<file path="src/rtl/chain_enum_pkg.sv">
package chain_enum_pkg;

    localparam logic [7:0] LISTEN_BYTE = 8'hAA;
    localparam logic [7:0] FIRST_ADDR  = 8'h0F;
    localparam logic [7:0] POLL_DATA   = 8'h00;

    typedef enum logic [1:0] {
        OP_START = 2'd0,
        OP_WRITE = 2'd1,
        OP_STOP  = 2'd2
    } cmd_op_e;

    typedef enum logic {
        MODE_ENUM   = 1'b0,
        MODE_LOCATE = 1'b1
    } mode_e;

    typedef enum logic [1:0] {C_IDLE, C_LAUNCH, C_WAIT, C_FIN} ctrl_st_e;
    typedef enum logic [1:0] {F_IDLE, F_ISSUE, F_WAIT} frame_st_e;
    typedef enum logic [1:0] {PH_START, PH_ADDR, PH_DATA, PH_STOP} phase_e;

    typedef struct packed {
        cmd_op_e    op;
        logic [7:0] data;
    } cmd_t;

    function automatic logic [7:0] addr_of(input logic [7:0] idx);
        return FIRST_ADDR + idx;
    endfunction

endpackage

</file>
<file path="src/rtl/chain_enum_frame.sv">
module chain_enum_frame
    import chain_enum_pkg::*;
(
    input  logic       clk,
    input  logic       rst,
    input  logic       go,
    input  logic [7:0] addr_byte,
    input  logic [7:0] data_byte,
    input  logic       eng_busy,
    input  logic       eng_done,
    input  logic       eng_ack,
    output logic       cmd_valid,
    output cmd_t       cmd,
    output logic       frame_done,
    output logic       frame_acked,
    output logic       frame_active
);

    frame_st_e  fst;
    phase_e     ph;
    logic [7:0] addr_q;
    logic [7:0] data_q;

    always_comb begin
        cmd_valid    = (fst == F_ISSUE) && !eng_busy;
        frame_active = (fst != F_IDLE);
        case (ph)
            PH_START: cmd = '{op: OP_START, data: 8'h00};
            PH_ADDR:  cmd = '{op: OP_WRITE, data: addr_q};
            PH_DATA:  cmd = '{op: OP_WRITE, data: data_q};
            default:  cmd = '{op: OP_STOP,  data: 8'h00};
        endcase
    end

    always_ff @(posedge clk) begin
        if (rst) begin
            fst         <= F_IDLE;
            ph          <= PH_START;
            addr_q      <= '0;
            data_q      <= '0;
            frame_done  <= 1'b0;
            frame_acked <= 1'b0;
        end else begin
            frame_done <= 1'b0;
            case (fst)
                F_IDLE: if (go) begin
                    addr_q      <= addr_byte;
                    data_q      <= data_byte;
                    ph          <= PH_START;
                    frame_acked <= 1'b1;
                    fst         <= F_ISSUE;
                end
                F_ISSUE: if (!eng_busy) fst <= F_WAIT;
                default: if (eng_done) begin
                    fst <= F_ISSUE;
                    case (ph)
                        PH_START: ph <= PH_ADDR;
                        PH_ADDR: begin
                            if (!eng_ack) begin
                                frame_acked <= 1'b0;
                                ph          <= PH_STOP;
                            end else begin
                                ph <= PH_DATA;
                            end
                        end
                        PH_DATA: begin
                            if (!eng_ack) frame_acked <= 1'b0;
                            ph <= PH_STOP;
                        end
                        default: begin
                            fst        <= F_IDLE;
                            frame_done <= 1'b1;
                        end
                    endcase
                end
            endcase
        end
    end

    // one strobe per command, never back to back
    a_r7_single_strobe: assert property (@(posedge clk) disable iff (rst)
        cmd_valid |=> !cmd_valid);

    // no new command while the previous one is unfinished
    a_r7_wait_done: assert property (@(posedge clk) disable iff (rst)
        (fst == F_WAIT && !eng_done) |=> !cmd_valid);

    // a frame is only launched when the previous one has closed
    a_r1_go_when_idle: assert property (@(posedge clk) disable iff (rst)
        go |-> !frame_active);

endmodule

</file>
<file path="src/rtl/chain_enum_ctrl.sv">
module chain_enum_ctrl
    import chain_enum_pkg::*;
#(
    parameter int MAX_SLAVES = 30,
    parameter int CNT_W      = $clog2(MAX_SLAVES + 1)
) (
    input  logic             clk,
    input  logic             rst,
    input  logic             start,
    input  logic             mode,
    input  logic             frame_done,
    input  logic             frame_acked,
    input  logic             frame_active,
    output logic             frame_go,
    output logic [7:0]       frame_addr,
    output logic [7:0]       frame_data,
    output logic             busy,
    output logic             done,
    output logic [CNT_W-1:0] slave_count,
    output logic             overflow,
    output logic             fault_found,
    output logic [7:0]       fault_addr
);

    localparam logic [CNT_W-1:0] MAX_C = CNT_W'(MAX_SLAVES);

    ctrl_st_e         st;
    mode_e            mode_q;
    logic [CNT_W-1:0] poll_idx;
    logic             poll_end;

    always_comb begin
        poll_end   = (mode_q == MODE_LOCATE) && (poll_idx == slave_count);
        frame_go   = (st == C_LAUNCH) && !poll_end;
        frame_addr = (mode_q == MODE_LOCATE) ? addr_of(8'(poll_idx)) : LISTEN_BYTE;
        frame_data = (mode_q == MODE_LOCATE) ? POLL_DATA : addr_of(8'(slave_count));
        busy       = (st != C_IDLE);
        done       = (st == C_FIN);
    end

    always_ff @(posedge clk) begin
        if (rst) begin
            st          <= C_IDLE;
            mode_q      <= MODE_ENUM;
            poll_idx    <= '0;
            slave_count <= '0;
            overflow    <= 1'b0;
            fault_found <= 1'b0;
            fault_addr  <= '0;
        end else begin
            case (st)
                C_IDLE: if (start) begin
                    mode_q      <= mode_e'(mode);
                    poll_idx    <= '0;
                    fault_found <= 1'b0;
                    fault_addr  <= '0;
                    if (mode_e'(mode) == MODE_ENUM) begin
                        slave_count <= '0;
                        overflow    <= 1'b0;
                    end
                    st <= C_LAUNCH;
                end
                C_LAUNCH: st <= poll_end ? C_FIN : C_WAIT;
                C_WAIT: if (frame_done) begin
                    if (mode_q == MODE_ENUM) begin
                        if (frame_acked) begin
                            slave_count <= slave_count + 1'b1;
                            if (slave_count + 1'b1 == MAX_C) begin
                                overflow <= 1'b1;
                                st       <= C_FIN;
                            end else begin
                                st <= C_LAUNCH;
                            end
                        end else begin
                            st <= C_FIN;
                        end
                    end else begin
                        if (frame_acked) begin
                            poll_idx <= poll_idx + 1'b1;
                            st       <= C_LAUNCH;
                        end else begin
                            fault_found <= 1'b1;
                            fault_addr  <= addr_of(8'(poll_idx));
                            st          <= C_FIN;
                        end
                    end
                end
                default: st <= C_IDLE;
            endcase
        end
    end

    // the count never passes the cap
    a_r4_count_cap: assert property (@(posedge clk) disable iff (rst)
        slave_count <= MAX_C);

    // overflow only with a full count
    a_r4_overflow_full: assert property (@(posedge clk) disable iff (rst)
        overflow |-> (slave_count == MAX_C));

    // done lasts one cycle
    a_r8_done_pulse: assert property (@(posedge clk) disable iff (rst)
        done |=> !done);

    // results hold while idle
    a_r8_hold_idle: assert property (@(posedge clk) disable iff (rst)
        (!busy && !start) |=> ($stable(slave_count) && $stable(overflow)
                               && $stable(fault_found) && $stable(fault_addr)));

    // a run's mode cannot be changed by a late start
    a_r9_mode_locked: assert property (@(posedge clk) disable iff (rst)
        busy |=> $stable(mode_q));

    // a frame is requested only while the frame unit is free
    a_r1_frame_free: assert property (@(posedge clk) disable iff (rst)
        (st == C_WAIT && !frame_done) |-> frame_active);

endmodule

</file>
<file path="src/rtl/chain_enum_master.sv">
module chain_enum_master
    import chain_enum_pkg::*;
#(
    parameter int MAX_SLAVES = 30,
    parameter int CNT_W      = $clog2(MAX_SLAVES + 1)
) (
    input  logic             clk,
    input  logic             rst,
    input  logic             start,
    input  logic             mode,
    output logic             busy,
    output logic             done,
    output logic [CNT_W-1:0] slave_count,
    output logic             overflow,
    output logic             fault_found,
    output logic [7:0]       fault_addr,
    output logic             cmd_valid,
    output logic [1:0]       cmd_op,
    output logic [7:0]       cmd_byte,
    input  logic             eng_busy,
    input  logic             eng_done,
    input  logic             eng_ack
);

    logic       frame_go;
    logic [7:0] frame_addr;
    logic [7:0] frame_data;
    logic       frame_done;
    logic       frame_acked;
    logic       frame_active;
    cmd_t       cmd;

    chain_enum_ctrl #(
        .MAX_SLAVES (MAX_SLAVES),
        .CNT_W      (CNT_W)
    ) u_ctrl (
        .clk          (clk),
        .rst          (rst),
        .start        (start),
        .mode         (mode),
        .frame_done   (frame_done),
        .frame_acked  (frame_acked),
        .frame_active (frame_active),
        .frame_go     (frame_go),
        .frame_addr   (frame_addr),
        .frame_data   (frame_data),
        .busy         (busy),
        .done         (done),
        .slave_count  (slave_count),
        .overflow     (overflow),
        .fault_found  (fault_found),
        .fault_addr   (fault_addr)
    );

    chain_enum_frame u_frame (
        .clk          (clk),
        .rst          (rst),
        .go           (frame_go),
        .addr_byte    (frame_addr),
        .data_byte    (frame_data),
        .eng_busy     (eng_busy),
        .eng_done     (eng_done),
        .eng_ack      (eng_ack),
        .cmd_valid    (cmd_valid),
        .cmd          (cmd),
        .frame_done   (frame_done),
        .frame_acked  (frame_acked),
        .frame_active (frame_active)
    );

    assign cmd_op   = cmd.op;
    assign cmd_byte = cmd.data;

endmodule

</file>
<file path="config.mk">
export PLATFORM = sky130hd
export DESIGN_NAME = chain_enum_master
export DESIGN_NICKNAME = d
export VERILOG_FILES = /design/src/rtl/chain_enum_pkg.sv /design/src/rtl/chain_enum_frame.sv /design/src/rtl/chain_enum_ctrl.sv /design/src/rtl/chain_enum_master.sv
export SDC_FILE = /design/constraint.sdc
export NUM_CORES = 1
export LEC_CHECK = 0
export ABC_AREA = 1
export BUFFER_PORTS_ARGS = -buffer_cell sky130_fd_sc_hd__clkbuf_2
export CAP_MARGIN = 20
export CELL_PAD_IN_SITES_DETAIL_PLACEMENT = 1
export CELL_PAD_IN_SITES_GLOBAL_PLACEMENT = 2
export CORE_ASPECT_RATIO = 1.75
export CORE_MARGIN = 10
export CORE_UTILIZATION = 29
export CTS_BUF_LIST = sky130_fd_sc_hd__clkbuf_8
export CTS_CLUSTER_DIAMETER = 200
export DETAILED_ROUTE_END_ITERATION = 12
export PLACE_DENSITY_LB_ADDON = 0.1
export SYNTH_ARGS = -nofsm -noshare
export SYNTH_HDL_FRONTEND = slang
export SYNTH_SLANG_ARGS = --single-unit
</file>
<file path="constraint.sdc">
create_clock -name clk -period 1.4 [get_ports clk]
set_input_delay 0.14 -clock clk [delete_from_list [all_inputs] [get_ports clk]]
set_output_delay 0.14 -clock clk [all_outputs]
set_load 0.05 [all_outputs]
</file>
==> out/results.txt <==
Largest net degree at the start of global routing -> 29
Port-buffer cells -> 31
Setup ws final -> -0.124 ns
Combinational share of power -> 61.2%
Critical path startpoint category -> register
Clk_skew -> 0.00603 ns
Initial drt markers -> 61
Vias/cell -> 4.68
Top Family by Delay on Critical Path -> flip-flops
Core Util, Final -> 48.1%
Register area -> 847 sq um
Clock Root Buffer -> clkbuf_8
Nets -> 424
Setup crit end kind -> output pin
FP Rows -> 42
Fin crit share -> 109%
Sequential power share -> 25.1%
Seq/Total Area, Yosys -> 36.2%
Depth of the most critical reg-to-reg path -> 10
Die height -> 136 um
Synth cell types -> 33
CP max-delay cell -> dfxtp_4
P_int -> 0.00378 W
RSZ-0062 raised after global routing -> yes
H-Tree Depth -> 2
Final wirelength -> 7460 um
Wire length per cell -> 15.0 um
Start of the worst register-to-register path -> u_ctrl.st[0]$_SDFFE_PP0P_
WP buf/inv -> 2
Netlist Area Pre-Place -> 2210 sq um
Max-slew violation count -> 0
Ys Warns -> 0
Total Routing Usage GR -> 13.1%
Core Area -> 7510 sq um
Post-DRT Antenna Nets -> 0
Initial antenna violation count -> 0
Crit path cell chain -> buf_6 > ha_4 > nand2_2 > a21oi_2 > buf_8
Max-cap violations -> 0
Clk pwr share -> 13.7%
Failing checks -> negative setup slack
Peak supply drop -> 1.11 mV
Vias -> 2,325
Filler cells -> 914
Total gr overflow -> 0
CP max FO -> 8
CP Depth -> 5
Multi-input logic area -> 1600 sq um
I/O pin count -> 35
Share of cells above drive strength 1 -> 53.8%
Clk buf depth -> 2
Crit path arrival time -> 1.38 ns
FF-to-FF End -> u_ctrl.fault_addr[2]$_SDFFE_PP0P_
Required time worst endpoint -> 1.26 ns
Clock Latency Late Sink -> 0.30 ns
Iteration count of the initial detailed-routing pass -> 2
Area Growth Syn to Fin -> 63.2%
TritonCTS Buffers -> 5
Synthesis-stage register bit count -> 40
TritonCTS clock tree -> yes
RD Place Congestion -> 0.779
Ant diodes -> 0
Hold Crit Class -> primary input to register
Fmax achieved -> 656 MHz
Global-route wire length before repair -> 12,100 um
Chip width -> 86.0 um
Tmin final -> 1.52 ns
Power per standard cell area -> 1980 nW/um^2
Clock slew at reported path FFs -> 0.08 ns
HPWL after DPL -> 5800 um
Switch share -> 47.0%
Synthesized instance count -> 321
Reg2Reg Setup Slack -> -0.01 ns
Crit path from -> u_frame.ph[0]$_SDFFE_PP0P_
Slowest stage delay, CP -> 0.38 ns
Final Hold Viols -> 0
Pleak -> 1.51 nW
Die area -> 11,700 sq um
DRC viols -> 0
CTS sink cnt -> 40
Crit path to -> cmd_byte[3]
Initial Util -> 29.4%
Syn avg cell area -> 6.89 sq um
Setup violations, final -> 9
Pre-CTS setup slack -> -0.143 ns
Status -> finished, violations left
Crit path kind -> register to output pin
Vias in the first global route -> 2,471
Switching power -> 0.00336 W
[per-stage QoR]
stage / total power [W] / area [sq um] / TNS, ns / hold WS (ns) / cells
2_1_floorplan: 0.00387 / 2290 / -0.515 / 0.308 / 323
3_3_place_gp: 0.00520 / 2860 / -1.30 / 0.414 / 477
3_5_place_dp: 0.00524 / 2860 / -2.13 / 0.421 / 477
4_1_cts: 0.00658 / 3290 / -1.25 / 0.103 / 494
5_1_grt: 0.00766 / 3610 / -2.41 / 0.139 / 497
6_report: 0.00714 / 3610 / -0.814 / 0.120 / 497
[cell usage after synthesis]
master	instances	share of area, %
nand2_2	3	0.85
nand2_1	87	15
nand3_2	3	1.4
xnor2_1	1	0.40
inv_2	3	0.51
clkbuf_1	5	0.85
o211ai_1	2	0.68
a21oi_2	1	0.40
o31ai_1	1	0.34
dfxtp_1	40	36
nand3_1	20	4.5
buf_6	1	0.51
a21oi_1	36	8.1
nor3_1	3	0.68
o21ai_0	6	1.4
ha_1	9	5.1
a211oi_1	4	1.4
conb_1	1	0.17
nor2_4	1	0.51
nand4_2	1	0.57
buf_2	1	0.23
inv_1	40	6.8
nor2_1	28	4.8
inv_4	1	0.28
nand4_1	3	0.85
o22ai_1	1	0.28
nand2_4	2	1.0
nor3b_2	1	0.57
o21ai_1	3	0.68
buf_4	4	1.4
nor2_8	1	0.91
xor2_1	7	2.8
or2_2	1	0.28
[timing repair]
item | 4_1_cts | 5_1_grt
gates cloned | 1 | 0
buffers inserted | 8 | 4
gates resized for setup | 70 | 96
hold buffers | 0 | 0
hold endpoints to repair | 0 | 0
endpoints found under the setup margin | 42 | 46
pin swaps | 25 | 39
[power groups by stage]
stage / logic, W / clock network (W) / registers (W)
after global routing: 0.00477 / 0.00105 / 0.00184
after global placement: 0.00349 / 0 / 0.00171
after detailed placement: 0.00353 / 0 / 0.00171
after floorplan: 0.00186 / 0 / 0.00201
final: 0.00437 / 0.000980 / 0.00179
after CTS: 0.00382 / 0.00103 / 0.00173
[worst min-delay path by stage]
stage,startpoint,cells past startpoint,endpoint,slack (ns)
6_report,eng_done,4,u_frame.fst[1]$_SDFFE_PP0P_,0.12
5_1_grt,mode,3,u_ctrl.mode_q$_SDFFE_PP0P_,0.14
3_5_place_dp,eng_busy,4,u_frame.fst[1]$_SDFFE_PP0P_,0.42
3_3_place_gp,eng_busy,4,u_frame.fst[1]$_SDFFE_PP0P_,0.41
4_1_cts,eng_done,4,u_frame.fst[1]$_SDFFE_PP0P_,0.10
2_1_floorplan,mode,2,u_ctrl.mode_q$_SDFFE_PP0P_,0.31
[metal layers]
layer | share of wire, % | global-route usage [%]
met1 | 38 | 13.0
met2 | 57 | 24.5
met3 | 2.8 | 3.01
met4 | 2.8 | 5.88
met5 | 0 | 0
[worst min-delay path, stage by stage]
cell      delay [ns]
clkbuf_2        0.09
inv_1           0.05
nand2_1         0.05
a21oi_1         0.05
[layout make-up]
| type | instances | area share, % |
|---|---|---|
| multi-input combinational | 228 | 44.4 |
| sequential | 40 | 23.5 |
| timing repair buffer | 89 | 21.0 |
| inverter | 44 | 4.99 |
| tap | 88 | 3.05 |
| clock buffer | 5 | 1.91 |
| clock inverter | 3 | 1.14 |
[cell usage in the layout, fill, tap and decap left out, types with 5 or more instances in the layout]
cell | synthesis | layout
nor2_1 | 28 | 19
buf_8 | 0 | 10
ha_4 | 0 | 5
buf_6 | 1 | 7
inv_1 | 40 | 29
clkbuf_8 | 0 | 5
nand3_1 | 20 | 13
dfxtp_4 | 0 | 11
buf_4 | 4 | 48
nand2_2 | 3 | 22
nand2_4 | 2 | 10
nand3_2 | 3 | 7
xor2_1 | 7 | 5
inv_4 | 1 | 7
inv_2 | 3 | 9
a21oi_2 | 1 | 18
nor2_2 | 0 | 6
dfxtp_1 | 40 | 25
clkbuf_2 | 0 | 20
nand2_1 | 87 | 60
a21oi_1 | 36 | 18
[state kept, by name, summed over array words and instances, names as in the netlist, 2 cells and up]
signal              cells
u_ctrl.st               2
u_frame.data_q          6
u_frame.fst             2
u_ctrl.poll_idx         5
u_ctrl.fault_addr       6
u_frame.ph              2
u_frame.addr_q          7
u_ctrl.slave_count      5
[logic make-up (layout without fill, tap and decap cells)]
logic type | Yosys count | in the layout | synth area share, %
simple gates | 154 | 154 | 31.6
other cells | 1 | 3 | 0.170
compound gates | 54 | 54 | 13.2
fa+ha+maj | 9 | 9 | 5.09
buf+inv | 55 | 141 | 10.5
xor+xnor | 8 | 8 | 3.17
flops | 40 | 40 | 36.2
(Power assumes the default switching activity.)
